File: config.mk
export PLATFORM = sky130hd
export DESIGN_NAME = rx_acq_sequencer
export DESIGN_NICKNAME = d
export VERILOG_FILES = /design/src/rtl/rx_acq_pkg.sv /design/src/rtl/rx_lvl_acq_seq.sv /design/src/rtl/rx_pll_acq_seq.sv /design/src/rtl/rx_acq_sequencer.sv
export SDC_FILE = /design/constraint.sdc
export NUM_CORES = 1
export LEC_CHECK = 0
export CAP_MARGIN = 20
export CORE_MARGIN = 5
export CORE_UTILIZATION = 30
export CTS_CLUSTER_SIZE = 40
export DETAILED_ROUTE_END_ITERATION = 10
export HOLD_SLACK_MARGIN = 0.12
export PLACE_DENSITY = 0.5
export SETUP_SLACK_MARGIN = 0.3
export SLEW_MARGIN = 20
export SYNTH_ARGS = -nofsm -noshare
export SYNTH_HDL_FRONTEND = slang
export SYNTH_SLANG_ARGS = --single-unit
File: constraint.sdc
create_clock -name clk -period 2.32 [get_ports clk]
set_clock_uncertainty 0.2 [all_clocks]
set_input_delay 0.232 -clock clk [delete_from_list [all_inputs] [get_ports clk]]
set_output_delay 0.232 -clock clk [all_outputs]
set_load 0.02 [all_outputs]
File: src/rtl/rx_acq_pkg.sv
package rx_acq_pkg;

    // Level-measurement output codes used while a sequence is active
    localparam logic [1:0] LVL_CLAMP = 2'd1;
    localparam logic [1:0] LVL_LOSSY = 2'd2;
    localparam logic [1:0] LVL_SLOW  = 2'd3;

    // PLL bandwidth output codes used while a sequence is active
    localparam logic [2:0] BW_WIDE   = 3'b010;
    localparam logic [2:0] BW_XWIDE  = 3'b100;

    typedef enum logic [1:0] {
        LP_IDLE,
        LP_CLAMP,
        LP_LOSSY,
        LP_SLOW
    } lvl_phase_e;

    typedef enum logic [1:0] {
        PP_IDLE,
        PP_XWIDE,
        PP_WIDE
    } pll_phase_e;

endpackage

File: src/rtl/rx_lvl_acq_seq.sv
module rx_lvl_acq_seq
    import rx_acq_pkg::*;
#(
    parameter int CLAMP_SYMS = 1,
    parameter int LOSSY_SYMS = 15
) (
    input  logic       clk,
    input  logic       rst,
    input  logic       sym_tick,
    input  logic       fsync,
    input  logic       start,
    input  logic [1:0] reg_mode,
    output logic [1:0] mode,
    output logic       busy
);

    localparam int MAX_SYMS = (LOSSY_SYMS > CLAMP_SYMS) ? LOSSY_SYMS : CLAMP_SYMS;
    localparam int CW       = $clog2(MAX_SYMS + 1);

    typedef struct packed {
        lvl_phase_e     phase;
        logic [CW-1:0]  cnt;
    } lvl_state_t;

    lvl_state_t st_d, st_q;

    always_comb begin
        st_d = st_q;
        if (start) begin
            st_d.phase = LP_CLAMP;
            st_d.cnt   = '0;
        end else begin
            case (st_q.phase)
                LP_CLAMP: if (sym_tick) begin
                    if (st_q.cnt == CW'(CLAMP_SYMS - 1)) begin
                        st_d.phase = LP_LOSSY;
                        st_d.cnt   = '0;
                    end else begin
                        st_d.cnt = st_q.cnt + 1'b1;
                    end
                end
                LP_LOSSY: if (sym_tick) begin
                    if (st_q.cnt == CW'(LOSSY_SYMS - 1)) begin
                        st_d.phase = LP_SLOW;
                        st_d.cnt   = '0;
                    end else begin
                        st_d.cnt = st_q.cnt + 1'b1;
                    end
                end
                LP_SLOW: if (fsync) begin
                    st_d.phase = LP_IDLE;
                    st_d.cnt   = '0;
                end
                default: ;
            endcase
        end
    end

    always_ff @(posedge clk) begin
        if (rst) begin
            st_q.phase <= LP_IDLE;
            st_q.cnt   <= '0;
        end else begin
            st_q <= st_d;
        end
    end

    always_comb begin
        case (st_q.phase)
            LP_CLAMP: mode = LVL_CLAMP;
            LP_LOSSY: mode = LVL_LOSSY;
            LP_SLOW:  mode = LVL_SLOW;
            default:  mode = reg_mode;
        endcase
    end

    assign busy = (st_q.phase != LP_IDLE);

    AST_LOSSY_CNT_BOUND: assert property (@(posedge clk) disable iff (rst)
        (st_q.phase == LP_LOSSY) |-> (st_q.cnt < CW'(LOSSY_SYMS)));
    AST_SLOW_NO_TIMEOUT: assert property (@(posedge clk) disable iff (rst)
        (st_q.phase == LP_SLOW && !fsync && !start) |=> (mode == LVL_SLOW));
    AST_FSYNC_ENDS_SLOW: assert property (@(posedge clk) disable iff (rst)
        (st_q.phase == LP_SLOW && fsync && !start) |=> !busy);
    AST_EARLY_FSYNC_IGNORED: assert property (@(posedge clk) disable iff (rst)
        ((st_q.phase == LP_CLAMP || st_q.phase == LP_LOSSY) && fsync) |=> busy);
    AST_START_CLAMP: assert property (@(posedge clk) disable iff (rst)
        start |=> (mode == LVL_CLAMP));

endmodule

File: src/rtl/rx_pll_acq_seq.sv
module rx_pll_acq_seq
    import rx_acq_pkg::*;
#(
    parameter int XWIDE_SYMS = 16,
    parameter int TOTAL_SYMS = 45
) (
    input  logic       clk,
    input  logic       rst,
    input  logic       sym_tick,
    input  logic       start,
    input  logic [1:0] reg_bw,
    output logic [2:0] bw_mode,
    output logic       busy
);

    localparam int CW = $clog2(TOTAL_SYMS + 1);

    typedef struct packed {
        pll_phase_e     phase;
        logic [CW-1:0]  cnt;
    } pll_state_t;

    pll_state_t    st_d, st_q;
    logic [CW-1:0] cnt_inc;

    assign cnt_inc = st_q.cnt + 1'b1;

    always_comb begin
        st_d = st_q;
        if (start) begin
            st_d.phase = PP_XWIDE;
            st_d.cnt   = '0;
        end else if (sym_tick) begin
            case (st_q.phase)
                PP_XWIDE: begin
                    st_d.cnt = cnt_inc;
                    if (cnt_inc == CW'(XWIDE_SYMS)) begin
                        st_d.phase = PP_WIDE;
                    end
                end
                PP_WIDE: begin
                    if (cnt_inc == CW'(TOTAL_SYMS)) begin
                        st_d.phase = PP_IDLE;
                        st_d.cnt   = '0;
                    end else begin
                        st_d.cnt = cnt_inc;
                    end
                end
                default: ;
            endcase
        end
    end

    always_ff @(posedge clk) begin
        if (rst) begin
            st_q.phase <= PP_IDLE;
            st_q.cnt   <= '0;
        end else begin
            st_q <= st_d;
        end
    end

    always_comb begin
        case (st_q.phase)
            PP_XWIDE: bw_mode = BW_XWIDE;
            PP_WIDE:  bw_mode = BW_WIDE;
            default:  bw_mode = {1'b0, reg_bw};
        endcase
    end

    assign busy = (st_q.phase != PP_IDLE);

    AST_XWIDE_ONLY_ACTIVE: assert property (@(posedge clk) disable iff (rst)
        (bw_mode == BW_XWIDE) |-> busy);
    AST_NO_OVERFLOW: assert property (@(posedge clk) disable iff (rst)
        st_q.cnt < CW'(TOTAL_SYMS));
    AST_WIDE_AFTER_XWIDE: assert property (@(posedge clk) disable iff (rst)
        (st_q.phase == PP_WIDE) |-> (st_q.cnt >= CW'(XWIDE_SYMS)));
    AST_RESTART_XWIDE: assert property (@(posedge clk) disable iff (rst)
        start |=> (bw_mode == BW_XWIDE && st_q.cnt == '0));

endmodule

File: src/rtl/rx_acq_sequencer.sv
module rx_acq_sequencer #(
    parameter int CLAMP_SYMS = 1,
    parameter int LOSSY_SYMS = 15,
    parameter int XWIDE_SYMS = 16,
    parameter int TOTAL_SYMS = 45
) (
    input  logic       clk,
    input  logic       rst,
    input  logic       sym_tick,
    input  logic       fsync,
    input  logic       lvl_start,
    input  logic       clk_start,
    input  logic [1:0] reg_lvl_mode,
    input  logic [1:0] reg_bw_mode,
    output logic [1:0] lvl_mode,
    output logic [2:0] bw_mode,
    output logic       lvl_busy,
    output logic       clk_busy
);

    // Two independent sequencers share only the symbol strobe
    rx_lvl_acq_seq #(
        .CLAMP_SYMS (CLAMP_SYMS),
        .LOSSY_SYMS (LOSSY_SYMS)
    ) i_lvl_seq (
        .clk      (clk),
        .rst      (rst),
        .sym_tick (sym_tick),
        .fsync    (fsync),
        .start    (lvl_start),
        .reg_mode (reg_lvl_mode),
        .mode     (lvl_mode),
        .busy     (lvl_busy)
    );

    rx_pll_acq_seq #(
        .XWIDE_SYMS (XWIDE_SYMS),
        .TOTAL_SYMS (TOTAL_SYMS)
    ) i_pll_seq (
        .clk      (clk),
        .rst      (rst),
        .sym_tick (sym_tick),
        .start    (clk_start),
        .reg_bw   (reg_bw_mode),
        .bw_mode  (bw_mode),
        .busy     (clk_busy)
    );

endmodule

==> results.txt, run 1 <==
row count: 21
pwr/cell area: 428 nW/um^2
Total Wirelength: 2.47 mm
DP HPWL: 1.94 mm
PortBufs: 16
Routability Congestion: 0.862
layout cells sized above 1: 17.0%
# IOs: 17
Max Cap Viol: 0
Non-Filler Instances: 199
Post-Synthesis Cells: 134
Overall Global Routing Usage: 10.3%
CTS Buffer Depth: 2
Num Clock Sinks: 14
Placed Cells: 195
final instance area: 1370 sq um
Hold Vio Cnt, Final: 0
WL per Instance: 12.4 um
via count: 990
Critical Path Most Common Cell: inv_1
CTS tree: yes
YS warnings: 0
syn_nets: 158
post-layout util: 40.0%
GR Util met3: 4.16%
GR Util met1: 12.6%
Top FF cell, synth: dfxtp_1
Setup CP Type: reg2out
most common cell after layout, fill and taps aside: inv_1
worst skew pair latency: 280 ps
crit-path cells: inv_1, ha_4, inv_1, clkdlybuf4s50_1
antenna cells: 0
Post-synth EDFFs: 0
Tmin final: 1950 ps
share of the yosys chip area belonging to registers: 25.9%
fin nets: 178
busiest grt layer: met2
Crit. End Element: primary output
Leak: 0.521 nW
post-synth cell types: 39
remaining antenna violation count: 0
outcome: completed
Worst path slowest cell: clkdlybuf4s50_1
Pwr Total: 0.584 mW
Avg Cell Area, Syn: 8.09 sq um
Num CTS Buffers: 3
Buf/Inv on CP: 3
global-route wire length before repair: 4.14 mm
CP arrival: 1520 ps
final slew viol count: 0
Max stage delay on crit path: 590 ps
DP Area: 1290 sq um
CP top delay family: buffers and inverters
GR Util met2: 16.5%
TNS Setup: 0 ps
Post-synth ARST share: 0%
crit share post-route: 84.0%
dpl ws: 238 ps
post-CTS setup buffer count: 0
Startpoint Class: flop
total gr overflow: 0
Max Clock Freq: 513 MHz
largest net degree at the start of global routing: 9
normalized max-slew margin: 75.5%
area grow syn2layout: 26.1%
Initial Utilization: 31.7%
vias in the first global route: 944
Crit Path Max Fanout: 3
Worst EP required: 1890 ps
Min-Delay Path Class: reg2reg
filler cell count: 342
vias per std cell: 4.97
Core Region: 3420 sq um
Die W: 70.1 um
Worst Slack Setup Final: 372 ps
final hold slack: 316 ps
CTS H-Tree Depth: 1
Worst-path clk slew: 90 ps
RSZ-0062 raised after global routing: false
DRT Pass-1 Iters: 4
worst-margin pin slew: 365 ps
Mapped Area: 1080 sq um
drt drc: 0
initial DRC count: 73
Setup Viol. Count Final: 0
most frequent cells in the layout: inv_1 (13), nand2_1 (11), clkdlybuf4s50_1 (10)
initial antenna violation count: 0
Die Area: 4910 sq um
Synth Register Bits: 14
worst vdd ir: 214 uV
CTS Root Cell: clkbuf_4
Die Ht: 70.1 um
-- synth_stat cells, drive strengths merged, types with 2 or more instances --
cell type / count / area share [%]
a31oi: 2 / 1.2
nor2b: 4 / 2.3
inv: 13 / 4.5
o21ai: 9 / 4.2
and3: 2 / 1.6
nor2: 9 / 3.1
xnor2: 2 / 2.3
xor2: 4 / 3.2
nand3: 6 / 2.8
dfxtp: 14 / 26
nand4: 2 / 1.2
o21bai: 3 / 2.1
nor3: 6 / 2.8
ha: 14 / 16
a21oi: 6 / 2.8
nor3b: 2 / 1.4
and4b: 2 / 1.8
mux2: 2 / 2.1
nand2: 11 / 3.8
buf: 2 / 1.7
o211ai: 2 / 1.4
a41oi: 3 / 2.4
-- power breakdown --
part / switching, mW / internal, mW
clock network: 0.0832 / 0.0955
logic: 0.0819 / 0.0681
registers: 0.00767 / 0.248
-- cell type report --
class / instances / area (sq um) / area share (%)
multi-input combinational: 104 / 777 / 56.9
timing repair buffer: 18 / 160 / 11.7
clock buffer: 4 / 36.3 / 2.66
sequential: 14 / 287 / 21.0
tap: 46 / 57.6 / 4.21
inverter: 13 / 48.8 / 3.57
-- cells by family (layout without fill, tap and decap cells) --
family	count (synthesis)	in the layout	synth area share (%)
simple gates	52	52	26.2
compound gates	30	30	17.6
buf+inv	16	35	6.58
fa+ha+maj	14	14	16.2
flops	14	14	25.9
xor+xnor	6	6	5.54
mux	2	2	2.08
-- flip-flops by register name, indices dropped and copies added, names as in the netlist --
| signal | count |
|---|---|
| i_pll_seq.st_q | 8 |
| i_lvl_seq.st_q | 6 |
-- metal layers --
layer	up-vias	wire length [um]
met3	2	145
li1	514	-
met1	444	1200
met4	0	18
met5	-	0
met2	30	1110
-- what timing repair did --
action / CTS / global route
hold buffers: 0 / 0
endpoints found under the setup margin: 6 / 12
resized for setup: 12 / 15
pin swaps: 0 / 0
cloned: 0 / 0
-- worst min-delay path, cell delays in order (launching register included) --
cell     delay, ps
dfxtp_1        350
nand2_1         70
a21oi_1         50
-- final timing paths --
path | end | slack [ps] | startpoint | cells after the start
max | clk_busy | 370 | i_pll_seq.st_q[7] | 4
min | i_lvl_seq.st_q[1] | 320 | i_lvl_seq.st_q[1] | 2
max reg2reg | i_pll_seq.st_q[7] | 400 | i_pll_seq.st_q[0] | 5
min reg2reg | i_lvl_seq.st_q[1] | 320 | i_lvl_seq.st_q[1] | 2
(Power assumes the default switching activity.)
==> inputs of run 2 (changes only) <==
Clock period 2.32 ns to 1.8 ns, I/O delays scaled along.
==> run 2 against run 1 <==
Register-to-register slack got worse by 380 ps. Die area unchanged. Cell area rose by 38%. Cell count grew 15%. Via count grew 12%. Worst hold slack gained 27 ps. Clock power hardly changed.
==> results.txt, run 2 (synthesis gave the netlist of run 1 again) <==
Total Wirelength: 3.01 mm (was 2.47 mm)
CP arrival: 1770 ps (was 1520 ps)
DRT Pass-1 Iters: 4 (unchanged)
flop2flop setup slack: 20 ps (was 400 ps)
WL per Instance: 13.2 um (was 12.4 um)
Crit Path Max Fanout: 5 (was 3)
normalized max-slew margin: 75.2% (was 75.5%)
# IOs: 17 (unchanged)
max reg flops: 8 (unchanged)
Worst Slack Setup Final: 23.8 ps (was 372 ps)
CTS H-Tree Depth: 1 (unchanged)
RSZ-0062 raised after global routing: true (was false)
CTS Buffer Depth: 2 (unchanged)
Setup CP Type: reg2reg (was reg2out)
drt drc: 0 (unchanged)
Pwr Total: 0.846 mW (was 0.584 mW)
worst reg2reg startpoint: i_lvl_seq.st_q[4] (was i_pll_seq.st_q[0])
antenna cells: 0 (unchanged)
Setup Viol. Count Final: 0 (unchanged)
Overall Global Routing Usage: 12.3% (was 10.3%)
total gr overflow: 0 (unchanged)
largest net degree at the start of global routing: 9 (unchanged)
multi-input logic area: 1010 sq um (was 777 sq um)
PortBufs: 16 (unchanged)
Clk network pwr share: 21.0% (was 30.6%)
Crit. End Element: flop (was primary output)
worst setup path start: i_lvl_seq.st_q[4] (was i_pll_seq.st_q[7])
Startpoint Class: flop (unchanged)
vias in the first global route: 1,156 (was 944)
Gate power share: 40.3% (was 25.7%)
Largest Register: i_pll_seq.st_q (unchanged)
crit share post-route: 98.7%
Initial Utilization: 31.7% (unchanged)
layout cells sized above 1: 52.5% (was 17.0%)
remaining antenna violation count: 0 (unchanged)
Die W: 70.1 um (unchanged)
Worst-path clk slew: 80 ps (was 90 ps)
area grow syn2layout: 74.5% (was 26.1%)
top flop regs: i_pll_seq.st_q (8), i_lvl_seq.st_q (6) (unchanged)
Non-Filler Instances: 229 (was 199)
Leak: 0.748 nW (was 0.521 nW)
vias per std cell: 4.83 (was 4.97)
sequential fraction of design power: 38.8% (was 43.7%)
Reg area: 299 sq um (was 287 sq um)
initial DRC count: 40 (was 73)
internal power: 0.576 mW (was 0.411 mW)
Tmin final: 1780 ps
hold path start: i_lvl_seq.st_q[1] (unchanged)
worst-margin pin slew: 369 ps (was 365 ps)
DP HPWL: 2.14 mm (was 1.94 mm)
global-route wire length before repair: 5.01 mm (was 4.14 mm)
Num CTS Buffers: 3 (unchanged)
most frequent cells in the layout: buf_4 (23), buf_6 (16), inv_1 (9), clkdlybuf4s50_1 (9), ha_4 (8) (was inv_1 (13), nand2_1 (11), clkdlybuf4s50_1 (10))
post-layout util: 55.3% (was 40.0%)
Psw: 0.271 mW (was 0.173 mW)
initial antenna violation count: 0 (unchanged)
pwr/cell area: 448 nW/um^2 (was 428 nW/um^2)
CTS tree: yes (unchanged)
Core Region: 3420 sq um (unchanged)
switching share of power: 32.0% (was 29.6%)
Worst EP required: 1800 ps (was 1890 ps)
Die Ht: 70.1 um (unchanged)
dpl ws: -98.0 ps (was 238 ps)
most common cell after layout, fill and taps aside: buf_4 (was inv_1)
via count: 1,107 (was 990)
fin nets: 209 (was 178)
Num Clock Sinks: 14 (unchanged)
Routability Congestion: 0.889 (was 0.862)
filler cell count: 325 (was 342)
worst vdd ir: 228 uV (was 214 uV)
Placed Cells: 215 (was 195)
worst skew pair latency: 270 ps (was 280 ps)
row count: 21 (unchanged)
Min-Delay Path Class: reg2reg (unchanged)
CTS Root Cell: clkbuf_4 (unchanged)
Hold Vio Cnt, Final: 0 (unchanged)
Max Clock Freq: 563 MHz
Die Area: 4910 sq um (unchanged)
outcome: completed (unchanged)
final slew viol count: 0 (unchanged)
Max Cap Viol: 0 (unchanged)
-- run 2: area by class of cell --
| type | instances | area share [%] |
|---|---|---|
| inverters | 13 | 2.85 |
| multi-input cells | 104 | 53.4 |
| flip-flops and latches | 14 | 15.8 |
| well taps | 46 | 3.04 |
| clock buffers | 3 | 1.19 |
| repair buffers | 49 | 23.7 |
-- run 2: critical path, cell delays in order (launching register included) --
cell,delay (ps)
dfxtp_4,400
inv_4,60
ha_4,180
buf_6,120
o21bai_4,190
nand2_4,90
or3_1,340
a21boi_1,130
-- run 2: worst paths after layout --
| check | endpoint | cells after the start |
|---|---|---|
| setup / recovery | i_lvl_seq.st_q[5] | 7 |
| hold / removal | i_lvl_seq.st_q[1] | 2 |
| setup reg to reg | i_lvl_seq.st_q[5] | 7 |
| hold reg to reg | i_lvl_seq.st_q[1] | 2 |
-- run 2: power by group through the flow --
stage                     clock, mW  sequential [mW]  combinational, mW
after global placement            0            0.332              0.249
final                         0.178            0.328              0.341
after global routing          0.206            0.330              0.369
after CTS                     0.187            0.328              0.299
after detailed placement          0            0.333              0.249
after floorplan                   0            0.332              0.140
-- run 2: metrics by stage --
step / instance area (sq um) / hold WS [ps] / setup TNS, ps
3_5_place_dp: 1550 / 313 / -179
6_report: 1890 / 343 / 0
2_1_floorplan: 1180 / 41.7 / 0
5_1_grt: 1890 / 358 / -62.6
4_1_cts: 1740 / 321 / 0
3_3_place_gp: 1550 / 302 / -111
-- run 2: repair_timing --
action,4_1_cts,5_1_grt
hold buffers,0,0
endpoints found under the setup margin,20,21
resized for setup,63,32
setup buffers,9,2
pin swaps,15,20
-- run 2: per-layer routing --
layer | wire, um | global-route usage (%)
met1 | 1370 | 14.7
met2 | 1540 | 21.5
met5 | 0 | 0
met3 | 89 | 3.16
met4 | 17 | 3.62
